### src/rtl/owire_pkg.sv
package owire_pkg;
  localparam int UNIT_W = 10;

  typedef enum logic [1:0] {
    OP_RESET = 2'd0,
    OP_WRITE = 2'd1,
    OP_READ  = 2'd2,
    OP_TOUCH = 2'd3
  } op_e;

  typedef enum logic [1:0] {
    ST_IDLE = 2'd0,
    ST_LOW  = 2'd1,
    ST_REL  = 2'd2,
    ST_TAIL = 2'd3
  } st_e;

  typedef struct packed {
    logic [UNIT_W-1:0] low;
    logic [UNIT_W-1:0] rel;
    logic [UNIT_W-1:0] tail;
    logic              sample;
  } profile_t;

  function automatic profile_t mk(int lo, int re, int ta, logic smp);
    profile_t p;
    p.low    = UNIT_W'(lo);
    p.rel    = UNIT_W'(re);
    p.tail   = UNIT_W'(ta);
    p.sample = smp;
    return p;
  endfunction

  function automatic profile_t pick_profile(op_e op, logic b);
    profile_t p;
    case (op)
      OP_RESET: p = mk(500, 70, 430, 1'b1);
      OP_WRITE: p = b ? mk(6, 64, 0, 1'b0) : mk(60, 10, 0, 1'b0);
      OP_READ:  p = mk(6, 9, 55, 1'b1);
      default:  p = b ? mk(6, 9, 55, 1'b1) : mk(60, 10, 0, 1'b0);
    endcase
    return p;
  endfunction
endpackage

### src/rtl/owire_sync.sv
module owire_sync #(
  parameter int STAGES = 2
) (
  input  logic clk,
  input  logic rst,
  input  logic d,
  output logic q
);
  logic [STAGES-1:0] sr;

  always_ff @(posedge clk) begin
    if (rst) sr <= '1;
    else     sr <= {sr[STAGES-2:0], d};
  end

  assign q = sr[STAGES-1];
endmodule

### src/rtl/owire_unit_timer.sv
module owire_unit_timer #(
  parameter int CLK_PER_US = 125,
  parameter int MULT_W     = 8
) (
  input  logic              clk,
  input  logic              rst,
  input  logic              run,
  input  logic [MULT_W-1:0] mult,
  output logic              unit_pulse
);
  localparam int PW = (CLK_PER_US > 1) ? $clog2(CLK_PER_US) : 1;
  localparam logic [PW-1:0] P_LAST = PW'(CLK_PER_US - 1);

  logic [PW-1:0]     pcnt;
  logic [MULT_W-1:0] mcnt;
  logic              tick;
  logic              m_last;

  assign tick       = run && (pcnt == P_LAST);
  assign m_last     = (mcnt == mult - MULT_W'(1));
  assign unit_pulse = tick && m_last;

  always_ff @(posedge clk) begin
    if (rst || !run) begin
      pcnt <= '0;
      mcnt <= '0;
    end else begin
      pcnt <= tick ? '0 : pcnt + PW'(1);
      if (tick) mcnt <= m_last ? '0 : mcnt + MULT_W'(1);
    end
  end
endmodule

### src/rtl/owire_slot_engine.sv
module owire_slot_engine
  import owire_pkg::*;
#(
  parameter int CLK_PER_US = 125,
  parameter int MULT_W     = 8
) (
  input  logic              clk,
  input  logic              rst,
  input  logic              req_valid,
  input  logic [1:0]        req_kind,
  input  logic              req_bit,
  input  logic [MULT_W-1:0] delay_mult,
  output logic              busy,
  output logic              done,
  output logic              rx_bit,
  output logic              bus_pull_low,
  input  logic              bus_in
);
  st_e               st;
  profile_t          prof;
  logic [MULT_W-1:0] mult_q;
  logic [UNIT_W-1:0] ucnt;
  logic              unit_pulse;
  logic              line_s;
  logic [UNIT_W-1:0] target;

  owire_sync #(.STAGES(2)) i_sync (
    .clk(clk), .rst(rst), .d(bus_in), .q(line_s)
  );

  owire_unit_timer #(.CLK_PER_US(CLK_PER_US), .MULT_W(MULT_W)) i_timer (
    .clk(clk), .rst(rst), .run(st != ST_IDLE), .mult(mult_q),
    .unit_pulse(unit_pulse)
  );

  always_comb begin
    case (st)
      ST_LOW:  target = prof.low;
      ST_REL:  target = prof.rel;
      default: target = prof.tail;
    endcase
  end

  assign busy = (st != ST_IDLE);

  always_ff @(posedge clk) begin
    if (rst) begin
      st           <= ST_IDLE;
      prof         <= '0;
      mult_q       <= MULT_W'(1);
      ucnt         <= '0;
      done         <= 1'b0;
      rx_bit       <= 1'b0;
      bus_pull_low <= 1'b0;
    end else begin
      done <= 1'b0;
      if (st == ST_IDLE) begin
        if (req_valid) begin
          prof         <= pick_profile(op_e'(req_kind), req_bit);
          mult_q       <= (delay_mult == '0) ? MULT_W'(1) : delay_mult;
          ucnt         <= '0;
          st           <= ST_LOW;
          bus_pull_low <= 1'b1;
        end
      end else if (unit_pulse) begin
        if (ucnt != target - UNIT_W'(1)) begin
          ucnt <= ucnt + UNIT_W'(1);
        end else begin
          ucnt <= '0;
          case (st)
            ST_LOW: begin
              st           <= ST_REL;
              bus_pull_low <= 1'b0;
            end
            ST_REL: begin
              rx_bit <= prof.sample ? line_s : 1'b0;
              if (prof.tail == '0) begin
                st   <= ST_IDLE;
                done <= 1'b1;
              end else begin
                st <= ST_TAIL;
              end
            end
            default: begin
              st   <= ST_IDLE;
              done <= 1'b1;
            end
          endcase
        end
      end
    end
  end
endmodule

### config.mk
export PLATFORM = sky130hd
export DESIGN_NAME = owire_slot_engine
export DESIGN_NICKNAME = d
export VERILOG_FILES = /design/src/rtl/owire_pkg.sv /design/src/rtl/owire_sync.sv /design/src/rtl/owire_unit_timer.sv /design/src/rtl/owire_slot_engine.sv
export SDC_FILE = /design/constraint.sdc
export NUM_CORES = 1
export LEC_CHECK = 0
export ABC_CLOCK_PERIOD_IN_PS = 3050
export BUFFER_PORTS_ARGS = -buffer_cell sky130_fd_sc_hd__clkbuf_2
export CAP_MARGIN = 20
export CORE_MARGIN = 8
export CORE_UTILIZATION = 55
export CTS_CLUSTER_SIZE = 8
export DETAILED_ROUTE_END_ITERATION = 10
export PLACE_DENSITY = 0.76
export REMOVE_ABC_BUFFERS = 1
export SLEW_MARGIN = 20
export SYNTH_ARGS = -nofsm -noshare
export SYNTH_HDL_FRONTEND = slang
export SYNTH_SLANG_ARGS = --single-unit
### constraint.sdc
create_clock -name clk -period 3.05 [get_ports clk]
set_input_delay 0 -clock clk [delete_from_list [all_inputs] [get_ports clk]]
set_output_delay 0 -clock clk [all_outputs]
set_load 0.02 [all_outputs]
; After elaboration in Yosys (flattened, before gate mapping)
; Cells that the tools add are included.
[word_totals]
register_bits = 71
input_bits = 15
output_inout_bits = 4
word_cells = 72
[op_classes]
add_sub_neg = 5
n_eq_ne = 9
mux = 24
bitwise_logic = 3
reduce_logical = 18
[op_table]
columns = op, n
row1 = $pmux W30 S3, 1
row2 = $mux W27, 2
row3 = $mux W10, 4
row4 = $pmux W10 S2, 1
row5 = $mux W8, 2
row6 = $add A10 B1 Y10 const B, 1
row7 = $logic_not A10 Y1, 1
row8 = $mux W2, 5
row9 = $ne A10 B10 Y1, 1
row10 = $sub A10 B1 Y10 const B, 1
row11 = $add A8 B1 Y8 const B, 1
row12 = $eq A8 B8 Y1, 1
row13 = $logic_not A8 Y1, 1
row14 = $reduce_and A4 Y1, 2
row15 = $sub A8 B1 Y8 const B, 1
row16 = $add A7 B1 Y7 const B, 1
row17 = $eq A7 B7 Y1 const B, 1
row18 = $mux W1, 7
row19 = $reduce_bool A2 Y1, 3
row20 = $eq A2 B1 Y1 const B, 2
row21 = $eq A2 B2 Y1 const B, 2
row22 = $logic_not A2 Y1, 2
row23 = $ne A2 B2 Y1 const B, 2
row24 = $pmux W2 S2, 1
row25 = 9 further kinds, 13

; Depth between registers and ports, before layout
[depth]
depth_word = 7
ltp_mapped = 13
mapped_depth_nobuf = 12

; Hierarchy
; From an unflattened synthesis, not the netlist that was laid out.
[hier_totals]
hier_cells = 339
area_unflattened_um2 = 2767.7
[modules_own_cells]
columns = module, n_inst, cells_each, area_each_um2, seq_area_each_um2
row1 = owire_slot_engine, 1, 227, 1810.5, 640.6
row2 = owire_unit_timer, 1, 108, 904.6, 300.3
row3 = owire_sync, 1, 4, 52.6, 40.0

; Worst setup path after synthesis
; OpenSTA, ideal clock, no wires.
[synth_timing]
path_kind = register to register
startpoint = register st[0]
endpoint = register ucnt[3]
setup_ns = 0.116
t_arrival_ns = 2.847
t_required_ns = 2.934
setup_slack_ns = 0.087
path_stages_with_launch = 14
path_buffers = 1
synth_period_minus_slack_ns = 2.963
cell_sequence = dfxtp_1 inv_1 ha_1 buf_2 inv_1 o21ai_0 ha_1 xor2_1 xnor2_1 a2111oi_0 nand4_1 o31ai_2 a21oi_1 a31o_2
[synth_via]
elab_chain_cells = 7
elab_cells_between_ends = 15
cone_classes = add/sub (1) / eq/ne (4) / mux (4) / reduce/logical (6)
[synth_rtl]
columns = element, line_no
row1 = from (decl), owire_slot_engine.sv:19  ; st_e st;
row2 = from (signal assigned), owire_slot_engine.sv:48  ; st <= ST_IDLE;
row3 = from (signal assigned), owire_slot_engine.sv:62  ; st <= ST_LOW;
row4 = from (signal assigned), owire_slot_engine.sv:72  ; st <= ST_REL;
row5 = $eq A2 B2 Y1 / $eq A2 B1 Y1 (equally long branches), owire_slot_engine.sv:37  ; case (st)
row6 = $pmux W10 S2, owire_slot_engine.sv:37
row7 = $sub A10 B1 Y10, owire_slot_engine.sv:66  ; if (ucnt != target - UNIT_W'(1)) begin
row8 = $ne A10 B10 Y1, owire_slot_engine.sv:66
row9 = $mux W10, owire_slot_engine.sv:66
row10 = $mux W10, owire_slot_engine.sv:65  ; end else if (unit_pulse) begin
row11 = $mux W10, owire_slot_engine.sv:57  ; if (st == ST_IDLE) begin
row12 = to (signal assigned), owire_slot_engine.sv:67  ; ucnt <= ucnt + UNIT_W'(1);
row13 = to (decl), owire_slot_engine.sv:22  ; logic [UNIT_W-1:0] ucnt;
; Parallel ways exist; a longest one is shown, timed or not. The select of a mux whose other input is x is not followed.
; A chain may end at the register's enable or synchronous reset.

; Worst setup path in the final report
[layout_timing]
startpoint = register st[0]
endpoint = register st[0]
[layout_via]
elab_chain_cells = 6
elab_cells_between_ends = 17
cone_classes = add/sub (1) / eq/ne (5) / mux (5) / reduce/logical (6)
[layout_rtl]
columns = element, line_no
row1 = $eq A2 B2 Y1 / $eq A2 B1 Y1 (equally long branches), "owire_slot_engine.sv:37, owire_slot_engine.sv:70"
row2 = $pmux W10 S2, owire_slot_engine.sv:37
row3 = $sub A10 B1 Y10, owire_slot_engine.sv:66
row4 = $ne A10 B10 Y1, owire_slot_engine.sv:66
row5 = $ne A2 B2 Y1 (no source line), n/a
row6 = $reduce_and A3 Y1 (no source line), n/a
; Parallel ways exist; a longest one is shown, timed or not. The select of a mux whose other input is x is not followed.

==> impl_metrics.csv <==
group,metric,value,unit
yosys,syn_area_per_cell,8.07,um2
worst_setup_path,crit_end,"st[0]",
drt,vias_per_cell,5.82,
worst_setup_path,r2r_cells,11,
sta,min_period_over_period,96.0,%
grt,grt.total_usage,19.3,%
min_path,hp-class,"in2reg",
worst_setup_path,end_kind,"flip-flop",
drt,route.detailed.drc,0,
worst_setup_path,rr_startpoint,"st[0]",
cells_and_area,layout.cells.non_filler,465,
yosys,synth-seq-area-share,34.0,%
floorplanning,ioPinCount,19,
cells_and_area,drive_gt1_share,18.0,%
cells_and_area,fin_util,66.8,%
worst_setup_path,cp.arrival,3100,ps
power_and_ir_drop,power_density,436,nW/um2
cells_and_area,area_delta_synth_final,17.4,%
cells_and_area,final_nets,418,
yosys,ys.flop_type,"dfxtp_1",
yosys,syn_area,2890,um2
flow_run,cap_violations,0,
floorplanning,fp-row-count,26,
grt,antenna_found_initial,0,
drt,drt-wirelength-per-cell,15.0,um
clocking,root_buffer,"clkbuf_8",
yosys,synth-seq-cells,49,
drt,routed_wl,6970,um
yosys,synth_cell_types,62,
sta,max_slew_margin,58.1,%
yosys,ys_warn_count,0,
drt,vias,2705,
clocking,cts_buffers,5,
grt,grt_first_pass_wirelength,12000,um
yosys,synth_edf_count,0,
drt,drt_iter0_markers,136,
floorplanning,core-area,5070,um2
grt,grt_remaining_overflow,0,
drt,postRouteAntennaNets,0,
cells_and_area,n_fill_cell,430,
worst_setup_path,worstReg2RegEnd,"st[0]",
power_and_ir_drop,peakVddDrop,0.335,mV
sta,skew,7.24,ps
place,io_buffers,18,
drt,route.met2.wl,3290,um
sta,finalWorstPathRequiredPeriod,2930,ps
yosys,syn_inst,358,
worst_setup_path,max_stage_delay,400,ps
worst_setup_path,crit_path_cell_trace,"inv_1, ha_4, buf_4, nor2b_1, o211a_1, a21o_1, and3_1, o31a_1, nor3_4, mux2i_1, a221oi_2",
clocking,insertion_delay,310,ps
sta,setup_viol,0,
worst_setup_path,crit_required,3220,ps
cells_and_area,antennaDiodeCount,0,
floorplanning,die_area,7830,um2
drt,first_pass_iters,5,
clocking,ctsHtreeMaxLevel,2,
grt,grt_max_degree,29,
sta,hold_violations,0,
grt,grt_pass1_vias,2566,
clocking,clock_path_buffers,2,
worst_setup_path,reg2reg_slack,120,ps
floorplanning,start_util,56.9,%
status,outcome,"completed",
worst_setup_path,worst-path-max-fanout,13,
floorplanning,die_x,88.5,um
clocking,clock-sinks,49,
worst_setup_path,startpoint_type,"flip-flop",
drt,top_layer,"met4",
power_and_ir_drop,leakagePower,1.29,nW
place,place.gp.congestion,0.905,
place,dp.cells,441,
sta,worst_pin_slew,628,ps
drt,wl_met1,3190,um
place,dp_hpwl,4900,um
floorplanning,die_height,88.5,um
sta,drv_slew,0,
worst_setup_path,slowest_stage,"o31a_1",
drt,dr_wl_met3,382,um
yosys,synthArstFlopShare,0,%
sta,fmax,341,MHz
power_and_ir_drop,p_total,0.00148,W
worst_setup_path,crit_start,"st[0]",
clocking,clkTransAtPathRegs,90,ps
clocking,cts_tree,"built",
worst_setup_path,path_class,"reg2reg",
==> critical path: cells and delay by family (launching register included) <==
kind	cells	cell delay, ps
flip-flops	1	370
AO/OA/AOI/OAI	4	960
adder cells (fa/ha/maj)	1	280
buffers and inverters	2	300
AND/OR/NAND/NOR	3	600
multiplexers	1	260
==> sequential cells by signal, summed over array words and instances, names as in the netlist <==
name          count
st                2
i_sync.sr         2
i_timer.mcnt      8
i_timer.pcnt      7
ucnt             10
rx_bit            1
bus_pull_low      1
done              1
mult_q            8
prof              9
==> worst min-delay path by stage <==
stage                  from      endpoint  slack [ps]  cells after the start
floorplan               rst       ucnt[7]          60                      1
global placement     bus_in  i_sync.sr[0]         180                      2
detailed placement   bus_in  i_sync.sr[0]         190                      2
CTS                 req_bit      prof[24]           3                      4
global route        req_bit      prof[24]          70                      4
finish              req_bit      prof[24]          20                      4
==> power breakdown <==
group	switching (W)	total [W]	leakage, nW	internal (W)
combinational	0.000214	0.000369	0.833	0.000155
sequential	0.0000286	0.000693	0.399	0.000664
clock	0.000212	0.000417	0.0542	0.000205
==> layout by cell type, fill, tap and decap left out, types with 3 or more instances in the layout <==
master,count
xor2_1,18
nor3_1,14
nand3b_1,4
ha_1,6
a22oi_1,4
a21o_1,3
nand3_1,11
o21ai_0,11
or2_2,4
xnor2_1,11
inv_1,12
nor2b_1,5
dlygate4sd3_1,12
nand4_1,13
nand2_1,44
a31o_2,4
clkbuf_2,18
or3_1,7
buf_4,15
nor2_1,32
a21oi_1,24
mux2i_1,3
and3_1,8
dfxtp_1,49
clkbuf_8,7
==> layer usage <==
metal  up-vias  global-route usage, %
met3        13                   3.44
met4         0                   8.14
met2        81                   30.5
met5         -                      0
li1       1351                      -
met1      1260                   25.1
==> layout make-up <==
class	count	area, um2	share of cell area (%)
Timing Repair Buffer	45	323	9.52
Clock buffer	7	96.3	2.84
Clock inverter	1	5.00	0.148
Inverter	13	48.8	1.44
Multi-Input combinational cell	280	1850	54.6
Sequential cell	49	981	28.9
Tap cell	70	87.6	2.58
==> synth_stat cells (10+ instances only) <==
master | number | area (um2)
nor3_1 | 14 | 70.1
xnor2_1 | 11 | 96.3
inv_1 | 12 | 45.0
nand3_1 | 11 | 55.1
a21oi_1 | 24 | 120
nand4_1 | 13 | 81.3
clkbuf_1 | 10 | 37.5
nor2_1 | 32 | 120
xor2_1 | 19 | 166
dfxtp_1 | 49 | 981
o21ai_0 | 12 | 60.1
nand2_1 | 44 | 165
==> through the flow <==
step | hold slack [ps] | cell area, um2 | worst slack [ps] | setup TNS [ps]
CTS | 2.69 | 3310 | 14.4 | 0
finish | 15.6 | 3390 | 121 | 0
floorplan | 62.4 | 2810 | -73.8 | -450
global route | 69.2 | 3390 | -29.8 | -76.0
detailed placement | 188 | 3070 | -158 | -1230
global placement | 184 | 3070 | 4.86 | 0
==> logic make-up (layout without fill, tap and decap cells) <==
group / count (synthesis) / count (layout) / synth area share (%)
simple gates: 160 / 160 / 28.5
compound gates: 77 / 77 / 18.2
flops: 49 / 49 / 34.0
xor+xnor: 31 / 31 / 9.87
buf+inv: 29 / 66 / 4.55
fa+ha+maj: 9 / 9 / 3.90
mux: 3 / 3 / 1.04
==> repair_timing <==
action                     CTS  global route
setup buffers                1             3
hold buffers                12             0
setup endpoints to repair   13            15
pin swaps                    2             4
hold endpoints to repair    13             0
gates resized for setup      3            12
Note: power is estimated with default switching activity, not from simulation.
